[src/rtl/irq_seq_pkg.sv]
package irq_seq_pkg;

  typedef enum logic [1:0] {
    ST_IDLE  = 2'd0,
    ST_ENTRY = 2'd1,
    ST_VECT  = 2'd2,
    ST_RET   = 2'd3
  } seq_state_e;

endpackage

[src/rtl/irq_rst_sync.sv]
module irq_rst_sync (
  input  logic clk,
  input  logic rst_n_in,
  output logic rst_n_out
);

  logic [1:0] sync_q;

  always_ff @(posedge clk or negedge rst_n_in) begin
    if (!rst_n_in) begin
      sync_q <= 2'b00;
    end else begin
      sync_q <= {sync_q[0], 1'b1};
    end
  end

  assign rst_n_out = sync_q[1];

endmodule

[src/rtl/irq_flag_bank.sv]
module irq_flag_bank #(
  parameter int NUM_FLAG = 4
) (
  input  logic                clk,
  input  logic                rst_n,
  input  logic [NUM_FLAG-1:0] evt,
  input  logic                clr_we,
  input  logic [NUM_FLAG-1:0] clr_data,
  input  logic [NUM_FLAG-1:0] hw_clr,
  output logic [NUM_FLAG-1:0] flags
);

  for (genvar k = 0; k < NUM_FLAG; k++) begin : g_flag
    logic flag_q;
    logic flag_d;
    logic flag_en;
    logic clr_hit;

    always_comb begin
      clr_hit = (clr_we && clr_data[k]) || hw_clr[k];
      flag_en = evt[k] || clr_hit;
      flag_d  = evt[k] ? 1'b1 : 1'b0;
    end

    always_ff @(posedge clk or negedge rst_n) begin
      if (!rst_n) begin
        flag_q <= 1'b0;
      end else if (flag_en) begin
        flag_q <= flag_d;
      end
    end

    assign flags[k] = flag_q;
  end

endmodule

[src/rtl/irq_prio_pick.sv]
module irq_prio_pick #(
  parameter int NUM_SRC = 5,
  parameter int IDX_W   = 3
) (
  input  logic [NUM_SRC-1:0] req,
  output logic               any,
  output logic [IDX_W-1:0]   idx
);

  always_comb begin
    any = |req;
    idx = '0;
    for (int i = NUM_SRC - 1; i >= 0; i--) begin
      if (req[i]) begin
        idx = IDX_W'(i + 1);
      end
    end
  end

endmodule

[src/rtl/irq_seq_ctrl.sv]
module irq_seq_ctrl
  import irq_seq_pkg::*;
#(
  parameter int ENTRY_CYC = 4,
  parameter int WAKE_CYC  = 4,
  parameter int RET_CYC   = 4,
  parameter int IDX_W     = 3,
  parameter int CNT_W     = 4
) (
  input  logic             clk,
  input  logic             rst_n,
  input  logic             any_pend,
  input  logic [IDX_W-1:0] pick_idx,
  input  logic             insn_boundary,
  input  logic             reti,
  input  logic             sleeping,
  input  logic             gie_set,
  input  logic             gie_clr,
  output logic             gie,
  output logic             busy,
  output logic             push_en,
  output logic             pop_en,
  output logic             vec_load,
  output logic [IDX_W-1:0] cur_idx,
  output logic             clr_fire
);

  localparam logic [CNT_W-1:0] ENTRY_LOAD = CNT_W'(ENTRY_CYC - 1);
  localparam logic [CNT_W-1:0] SLEEP_LOAD = CNT_W'(ENTRY_CYC + WAKE_CYC - 1);
  localparam logic [CNT_W-1:0] RET_LOAD   = CNT_W'(RET_CYC - 1);

  seq_state_e       st_q, st_d;
  logic [CNT_W-1:0] cnt_q, cnt_d;
  logic             cnt_en;
  logic [IDX_W-1:0] idx_q;
  logic             idx_en;
  logic             gie_q, gie_d;
  logic             gap_q, gap_d;
  logic             accept;

  always_comb begin
    accept   = (st_q == ST_IDLE) && !reti && gie_q && !gap_q &&
               (insn_boundary || sleeping) && any_pend;
    st_d     = st_q;
    cnt_d    = cnt_q;
    cnt_en   = 1'b0;
    idx_en   = 1'b0;
    gie_d    = gie_q;
    gap_d    = gap_q;
    clr_fire = 1'b0;
    case (st_q)
      ST_IDLE: begin
        if (reti) begin
          st_d   = ST_RET;
          cnt_d  = RET_LOAD;
          cnt_en = 1'b1;
        end else begin
          if (insn_boundary) begin
            gap_d = 1'b0;
          end
          if (accept) begin
            st_d   = ST_ENTRY;
            cnt_d  = sleeping ? SLEEP_LOAD : ENTRY_LOAD;
            cnt_en = 1'b1;
            idx_en = 1'b1;
            gie_d  = 1'b0;
          end else if (gie_clr) begin
            gie_d = 1'b0;
          end else if (gie_set) begin
            gie_d = 1'b1;
          end
        end
      end
      ST_ENTRY: begin
        cnt_en = 1'b1;
        if (cnt_q == '0) begin
          st_d     = ST_VECT;
          clr_fire = 1'b1;
        end else begin
          cnt_d = cnt_q - 1'b1;
        end
      end
      ST_VECT: begin
        st_d = ST_IDLE;
      end
      ST_RET: begin
        cnt_en = 1'b1;
        if (cnt_q == '0) begin
          st_d  = ST_IDLE;
          gie_d = 1'b1;
          gap_d = 1'b1;
        end else begin
          cnt_d = cnt_q - 1'b1;
        end
      end
      default: begin
        st_d = ST_IDLE;
      end
    endcase
  end

  always_ff @(posedge clk or negedge rst_n) begin
    if (!rst_n) begin
      st_q  <= ST_IDLE;
      gie_q <= 1'b0;
      gap_q <= 1'b0;
    end else begin
      st_q  <= st_d;
      gie_q <= gie_d;
      gap_q <= gap_d;
    end
  end

  always_ff @(posedge clk or negedge rst_n) begin
    if (!rst_n) begin
      cnt_q <= '0;
    end else if (cnt_en) begin
      cnt_q <= cnt_d;
    end
  end

  always_ff @(posedge clk or negedge rst_n) begin
    if (!rst_n) begin
      idx_q <= '0;
    end else if (idx_en) begin
      idx_q <= pick_idx;
    end
  end

  assign gie      = gie_q;
  assign busy     = (st_q != ST_IDLE);
  assign push_en  = (st_q == ST_ENTRY) && (cnt_q == ENTRY_LOAD);
  assign pop_en   = (st_q == ST_RET) && (cnt_q == RET_LOAD);
  assign vec_load = (st_q == ST_VECT);
  assign cur_idx  = idx_q;

endmodule

[src/rtl/irq_sequencer.sv]
module irq_sequencer #(
  parameter int NUM_FLAG  = 4,
  parameter int PC_W      = 9,
  parameter int ENTRY_CYC = 4,
  parameter int WAKE_CYC  = 4,
  parameter int RET_CYC   = 4
) (
  input  logic                clk,
  input  logic                rst_n,
  input  logic                level_in,
  input  logic [NUM_FLAG-1:0] evt_in,
  input  logic                mask_we,
  input  logic [NUM_FLAG:0]   mask_wdata,
  input  logic                flag_clr_we,
  input  logic [NUM_FLAG-1:0] flag_clr_data,
  input  logic                gie_set,
  input  logic                gie_clr,
  input  logic                insn_boundary,
  input  logic                reti,
  input  logic                sleeping,
  output logic                gie,
  output logic                busy,
  output logic                push_en,
  output logic                pop_en,
  output logic                vec_load,
  output logic [PC_W-1:0]     vec_addr,
  output logic [NUM_FLAG-1:0] flags
);

  localparam int NUM_SRC = NUM_FLAG + 1;
  localparam int IDX_W   = $clog2(NUM_SRC + 1);
  localparam int CNT_W   = $clog2(ENTRY_CYC + WAKE_CYC + RET_CYC + 1);

  logic                rst_sync_n;
  logic [NUM_SRC-1:0]  mask_q;
  logic [NUM_SRC-1:0]  req_vec;
  logic [NUM_FLAG-1:0] hw_clr;
  logic                any_pend;
  logic [IDX_W-1:0]    pick_idx;
  logic [IDX_W-1:0]    cur_idx;
  logic                clr_fire;

  irq_rst_sync u_rst (
    .clk       (clk),
    .rst_n_in  (rst_n),
    .rst_n_out (rst_sync_n)
  );

  always_ff @(posedge clk or negedge rst_sync_n) begin
    if (!rst_sync_n) begin
      mask_q <= '0;
    end else if (mask_we) begin
      mask_q <= mask_wdata;
    end
  end

  irq_flag_bank #(.NUM_FLAG(NUM_FLAG)) u_flags (
    .clk      (clk),
    .rst_n    (rst_sync_n),
    .evt      (evt_in),
    .clr_we   (flag_clr_we),
    .clr_data (flag_clr_data),
    .hw_clr   (hw_clr),
    .flags    (flags)
  );

  assign req_vec = mask_q & {flags, level_in};

  irq_prio_pick #(.NUM_SRC(NUM_SRC), .IDX_W(IDX_W)) u_pick (
    .req (req_vec),
    .any (any_pend),
    .idx (pick_idx)
  );

  irq_seq_ctrl #(
    .ENTRY_CYC (ENTRY_CYC),
    .WAKE_CYC  (WAKE_CYC),
    .RET_CYC   (RET_CYC),
    .IDX_W     (IDX_W),
    .CNT_W     (CNT_W)
  ) u_ctrl (
    .clk           (clk),
    .rst_n         (rst_sync_n),
    .any_pend      (any_pend),
    .pick_idx      (pick_idx),
    .insn_boundary (insn_boundary),
    .reti          (reti),
    .sleeping      (sleeping),
    .gie_set       (gie_set),
    .gie_clr       (gie_clr),
    .gie           (gie),
    .busy          (busy),
    .push_en       (push_en),
    .pop_en        (pop_en),
    .vec_load      (vec_load),
    .cur_idx       (cur_idx),
    .clr_fire      (clr_fire)
  );

  for (genvar k = 0; k < NUM_FLAG; k++) begin : g_hwclr
    assign hw_clr[k] = clr_fire && (cur_idx == IDX_W'(k + 2));
  end

  assign vec_addr = {{(PC_W - IDX_W){1'b0}}, cur_idx};

endmodule

[config.mk]
export PLATFORM = sky130hd
export DESIGN_NAME = irq_sequencer
export DESIGN_NICKNAME = d
export VERILOG_FILES = /design/src/rtl/irq_seq_pkg.sv /design/src/rtl/irq_rst_sync.sv /design/src/rtl/irq_flag_bank.sv /design/src/rtl/irq_prio_pick.sv /design/src/rtl/irq_seq_ctrl.sv /design/src/rtl/irq_sequencer.sv
export SDC_FILE = /design/constraint.sdc
export NUM_CORES = 1
export LEC_CHECK = 0
export ABC_CLOCK_PERIOD_IN_PS = 2280
export BUFFER_PORTS_ARGS = -buffer_cell sky130_fd_sc_hd__buf_4
export CAP_MARGIN = 30
export CORE_MARGIN = 8
export CORE_UTILIZATION = 53
export DETAILED_ROUTE_END_ITERATION = 12
export HOLD_SLACK_MARGIN = 0.1
export PLACE_DENSITY = 0.94
export SLEW_MARGIN = 0
export SYNTH_ARGS = -nofsm -noshare
export SYNTH_HDL_FRONTEND = slang
export SYNTH_SLANG_ARGS = --single-unit
[constraint.sdc]
create_clock -name clk -period 2.28 [get_ports clk]
set_input_delay 0.114 -clock clk [delete_from_list [all_inputs] [get_ports clk]]
set_output_delay 0.114 -clock clk [all_outputs]
set_load 0.1 [all_outputs]
Yosys cells after proc, flatten, opt, wreduce, memory -nomap -nowiden
Index checks and enable logic that the tools add are counted.
{ "classes": {"shift": 0, "mul": 0, "eq_ne": 15, "addsub": 1, "div_mod_pow": 0, "n_mux": 35, "bitwise_logic": 1, "order_cmp": 0, "reduce_logical": 37} }
{ "op_table": {"columns": ["op", "n"], "rows": [
  ["two-way mux 3 bit", 6],
  ["two-way mux 1 bit", 17],
  ["logical AND 1 bit", 15],
  ["two-way mux 4 bit", 3],
  ["AND reduction 4 bit", 3],
  ["logical OR 1 bit", 9],
  ["two-way mux 2 bit", 4],
  ["case mux 2 bit (4 select lines)", 1],
  ["case mux 4 bit (2 select lines)", 1],
  ["== test 3 x 2 -> 1 bit, second input constant", 2],
  ["== test 3 bit, second input constant", 2],
  ["!= test 2 bit, second input constant", 3],
  ["case mux 1 bit (2 select lines)", 3],
  ["nonzero test 2 bit", 3],
  ["bitwise AND 5 bit", 1],
  ["OR reduction 5 bit", 1],
  ["== test 2 bit, second input constant", 2],
  ["== test 4 x 2 -> 1 bit, second input constant", 1],
  ["zero test 4 bit", 1],
  ["!= test 2 x 1 -> 1 bit, second input constant", 2],
  ["!= test 4 x 3 -> 1 bit, second input constant", 1],
  ["subtractor 4 x 1 -> 4 bit, second input constant", 1],
  ["!= test 3 x 2 -> 1 bit, second input constant", 1],
  ["AND reduction 3 bit", 1],
  ["other kinds (4)", 5]
]} }
{ "totals": {"rom_bits": 0, "latchBits": 0, "out_inout_bits": 18, "input_bits": 23, "ramBits": 0, "ff_bits": 22, "memories": 0} }

Longest topological paths before layout
{ "depth": {"word_depth": 10, "mapped_depth": 7, "mapped_depth_nobuf": 7} }

Modules after synthesis
Synthesis repeated with hierarchy kept, for this count alone.
{ "unflattened": {"hier_cells": 120, "area_unflattened_um2": 1232.4} }
{ "by_module_without_submodules": {"columns": ["module", "area_per_inst_um2", "seq_area_each_um2", "n_inst", "cells_each"], "rows": [
  ["irq_seq_ctrl", 636.9, 275.3, 1, 63],
  ["irq_sequencer", 301.5, 125.1, 1, 26],
  ["irq_flag_bank", 195.2, 100.1, 1, 20],
  ["irq_rst_sync", 53.8, 50.0, 1, 3],
  ["irq_prio_pick", 45.0, 0.0, 1, 8]
]} }

Least setup slack after synthesis
Ideal clock, no wire load.
{ "synth_path": {"path_type": "register to register", "startpoint": "reg u_ctrl.gie_q (netlist: u_ctrl.gie)", "endpoint": "reg u_ctrl.cnt_q[3]", "t_arrival_ps": 1957, "setup_time_ps": 80, "setup_slack_ps": 243, "stages_incl_launch_ff": 6, "t_required_ps": 2200, "n_path_buf": 0, "cell_sequence": "dfrtp_1 nand2b_4 o31ai_1 nand3_1 or3_1 a2bb2oi_1"} }
{ "synth_between": {"elab_chain_len": 8} }
{ "synth_lines": {"columns": ["element", "line_no", "source"], "rows": [
  ["start, declared", "irq_seq_ctrl.sv:37", "logic gie_q, gie_d;"],
  ["start signal, assigned", "irq_seq_ctrl.sv:109", "gie_q <= gie_d;"],
  ["logical AND 1 bit (*) (3 in a row)", "irq_seq_ctrl.sv:42", "accept = (st_q == ST_IDLE) && !reti && gie_q && !gap_q &&"],
  ["logical AND 1 bit (*)", "irq_seq_ctrl.sv:43", "(insn_boundary || sleeping) && any_pend;"],
  ["two-way mux 1 bit", "irq_seq_ctrl.sv:61", "if (accept) begin"],
  ["two-way mux 1 bit", "irq_seq_ctrl.sv:53", "if (reti) begin"],
  ["case mux 1 bit (2 select lines)", "irq_seq_ctrl.sv:51", "case (st_q)"],
  ["AND reduction 4 bit (no line) (*)", null, null],
  ["end signal, assigned", "irq_seq_ctrl.sv:118", "cnt_q <= cnt_d;"],
  ["end, declared", "irq_seq_ctrl.sv:33", "logic [CNT_W-1:0] cnt_q, cnt_d;"]
]} }
Mark *: on every way between the ends. The rest lies on a longest branch, timed or not.
A chain may end at the register's enable or synchronous reset.

Final worst setup path
{ "layout_path": {"startpoint": "reg u_ctrl.cnt_q[0]", "endpoint": "reg u_ctrl.cnt_q[3]"} }
{ "layout_between": {"elab_chain_len": 3} }
{ "layout_lines": {"columns": ["element"], "rows": [
  ["subtractor 4 x 1 -> 4 bit or zero test 4 bit (tied branches)"],
  ["two-way mux 4 bit or != test 2 bit (tied branches)"],
  ["case mux 4 bit (2 select lines) or AND reduction 4 bit (tied branches)"]
]} }
Parallel ways exist; a longest one is shown, timed or not. The select of a mux whose other input is x is not followed.

==> qor.txt <==
status -> finished clean
Clk Tree Root Cell -> clkbuf_4
Post-Route WL -> 3.305 mm
RSZ-0062 raised after global routing -> no
Mapped Area -> 0.001211 mm^2
Final Util -> 75.61%
combinational power share -> 55.5%
first-pass GRT wire length -> 5.464 mm
# setup viols final -> 0
CTS max path bufs -> 2
Row Count -> 17
Via density -> 5.675
nets -> 192
headroom to the max-slew limit -> 47.98%
Least-Margin Pin Slew -> 0.7803 ns
reg2reg path depth -> 7
Pint -> 0.001040 W
Yosys reg bits -> 22
die width -> 63.81 um
Clk pin slew, worst setup/hold paths -> 0.13 ns
Ys Warns -> 0
total power -> 0.002131 W
Fillers -> 125
routed wire length per instance -> 17.04 um
multi-input logic area -> 566.8 um^2
Critical Path RT -> 2.54 ns
CTS buffer count -> 3
Hold Crit Class -> in -> reg
drt pass-1 iters -> 4
CTS resizes -> 0
WS Path Type -> reg -> reg
Worst Setup Start Kind -> flop
largest family of logic cells by synthesized area -> simple AND/OR/NAND/NOR gates
number of nets with antenna violations after routing -> 0
fmax -> 0.5083 GHz
# DRC -> 0
Seq pwr share -> 30.2%
Initial Util -> 55.28%
GP Congestion -> 0.8198
period utilization -> 86.28%
Critical Path Max Stage Delay -> 0.44 ns
post-synth top area share -> 45.45%
area overhead of the layout relative to synthesis -> 36.78%
clock sinks -> 22
Synth area leaders -> dfrtp_1, buf_4, mux2_2
Post-synth top cells -> dfrtp_1, nand2_1, nor2_1
Clock power frac -> 14.3%
global-route usage over all layers -> 16.36%
Reg2Reg Launch Point -> u_ctrl.cnt_q[0]
vias post-DR -> 1101
share of layout cells above drive strength 1 -> 33.73%
post-synthesis mux area share -> 7.645%
pwr/cell area -> 1287 mW/mm^2
skew final -> 0.006883 ns
gr ovfl total -> 0
Final Hold Violating Endpoints -> 0
vias in the first global route -> 1158
Worst Path Max Fanout -> 6
count leader, synth -> dfrtp_1
flop-to-flop setup slack -> 0.31 ns
simple-gate share of the synthesized area -> 19.11%
antenna violations before repair -> 0
leakage power -> 0.7580 nW
pin count of the biggest net entering global routing -> 21
XOR/XNOR share of the synthesized area -> 0%
CTS tree -> yes
Synth Area per Inst -> 10.35 um^2
Hold Path Depth -> 4
FF-to-FF End -> u_ctrl.cnt_q[3]
I/O Buffers -> 34
crit end category -> flop
total of max-cap violations -> 0
clk_lat worst skew -> 0.32 ns
Synth Area in Compound Gates -> 15.81%
HP Start -> insn_boundary
critical path, cell by cell -> inv_1 > ha_1 > and4bb_2 > nor2_1 > nand3_1 > or3_1 > a2bb2oi_1
Post-synth EDFFs -> 0
register area share after synthesis -> 45.45%
Sw Ratio -> 51.20%
NetSw -> 0.001091 W
Min Clock Period, post-route -> 1.967 ns
Worst Hold Endpoint -> u_ctrl.gap_q
DR iter-0 viols -> 35
die area -> 0.004071 mm^2
Core Box Area -> 0.002191 mm^2
slowest stage cell, crit path -> or3_1
crit path DAT -> 2.22 ns
Async S/R FF share, synth -> 100.0%
Die H -> 63.81 um
worst IR drop on VDD -> 0.9519 mV
n_diodes -> 0
depth of the CTS H-tree -> 1
Main synth FF type -> dfrtp_1
area leader, netlist -> dfrtp_1
Synth Area in Adders -> 2.066%
DPL Wire Length -> 2.260 mm
Post-Syn Instances -> 117
I/O pins -> 41
max-slew violation count -> 0
post-synth cell types -> 35
register area -> 550.5 um^2
setup tns final -> 0 ns
power groups by stage:
stage	logic, W	clock network, W	registers, W
2_1_floorplan	0.000705	0	0.000844
3_3_place_gp	0.00108	0	0.000632
3_5_place_dp	0.00113	0	0.000642
4_1_cts	0.00116	0.000309	0.000636
5_1_grt	0.00124	0.000328	0.000659
6_report	0.00118	0.000306	0.000643
how the worst max path moves through the flow:
stage | start | endpoint | cells past startpoint
floorplan | u_ctrl.gie | u_ctrl.cnt_q[3] | 5
detailed placement | u_ctrl.cnt_q[0] | u_ctrl.cnt_q[3] | 7
finish | u_ctrl.cnt_q[0] | u_ctrl.cnt_q[3] | 7
CTS | u_ctrl.cnt_q[0] | u_ctrl.cnt_q[3] | 7
global placement | u_ctrl.cnt_q[0] | u_ctrl.cnt_q[3] | 7
global route | u_ctrl.cnt_q[0] | u_ctrl.cnt_q[3] | 7
logic make-up after synthesis:
logic type	after synthesis
AOI/OAI and AO/OA	26
DFF	22
buffers and inverters	18
adders and majority gates	2
other	2
and+or+nand+nor	39
muxes	8
routing by layer:
metal / track usage (%) / part of all wire (%) / vias up
met2: 28.48 / 54 / 49
li1: - / - / 494
met5: 0 / 0 / -
met3: 2.962 / 6.2 / 6
met1: 18.26 / 38 / 552
met4: 9.471 / 1.8 / 0
placed cells by master (no fill, tap or decap), drive strengths merged, types with 3 or more instances in the layout:
master	instances
dfrtp	22
a31o	4
conb	7
nand3	5
o21ai	7
a21oi	3
buf	34
nor2	11
inv	7
nand2	11
clkbuf	3
dlygate4sd3	17
mux2	7
stage by stage:
step | setup slack, ns | cells | instance area (um^2) | hold slack (ns)
after global placement | 0.5641 | 173 | 1434 | -0.1038
after floorplan | 0.2432 | 122 | 1230 | -0.1816
after CTS | 0.4145 | 194 | 1657 | 0.1067
after global routing | 0.2086 | 194 | 1657 | 0.1174
final | 0.3128 | 194 | 1657 | 0.1152
after detailed placement | 0.4073 | 173 | 1434 | -0.1023
worst max-delay path, delay by kind of cell, from the launching register on:
family                   cells  cell delay, ns
AO/OA/AOI/OAI                1            0.14
buffers and inverters        1            0.08
AND/OR/NAND/NOR              4            1.02
adder cells (fa/ha/maj)      1            0.25
flip-flops                   1            0.41
area by class of cell:
| cell class | instances | share of cell area [%] |
|---|---|---|
| Tap cell | 28 | 2.115 |
| Clock buffer | 3 | 1.360 |
| Clock inverter | 1 | 1.813 |
| Multi-Input combinational cell | 82 | 34.21 |
| Inverter | 7 | 1.586 |
| Timing Repair Buffer | 51 | 25.68 |
| Sequential cell | 22 | 33.23 |
flip-flops by register name (all words and copies together) (netlist names):
register               count
mask_q                     5
u_ctrl.cnt_q               4
u_ctrl.cur_idx             3
u_ctrl.gap_q               1
u_ctrl.gie                 1
u_ctrl.st_q                2
u_flags.g_flag.flag_q      4
u_rst.sync_q               2
timing repair:
item | CTS | global route
setup buffers | 0 | 0
endpoints found under the hold margin | 12 | 0
hold buffers | 17 | 0
Note: power is estimated with default switching activity, not from simulation.
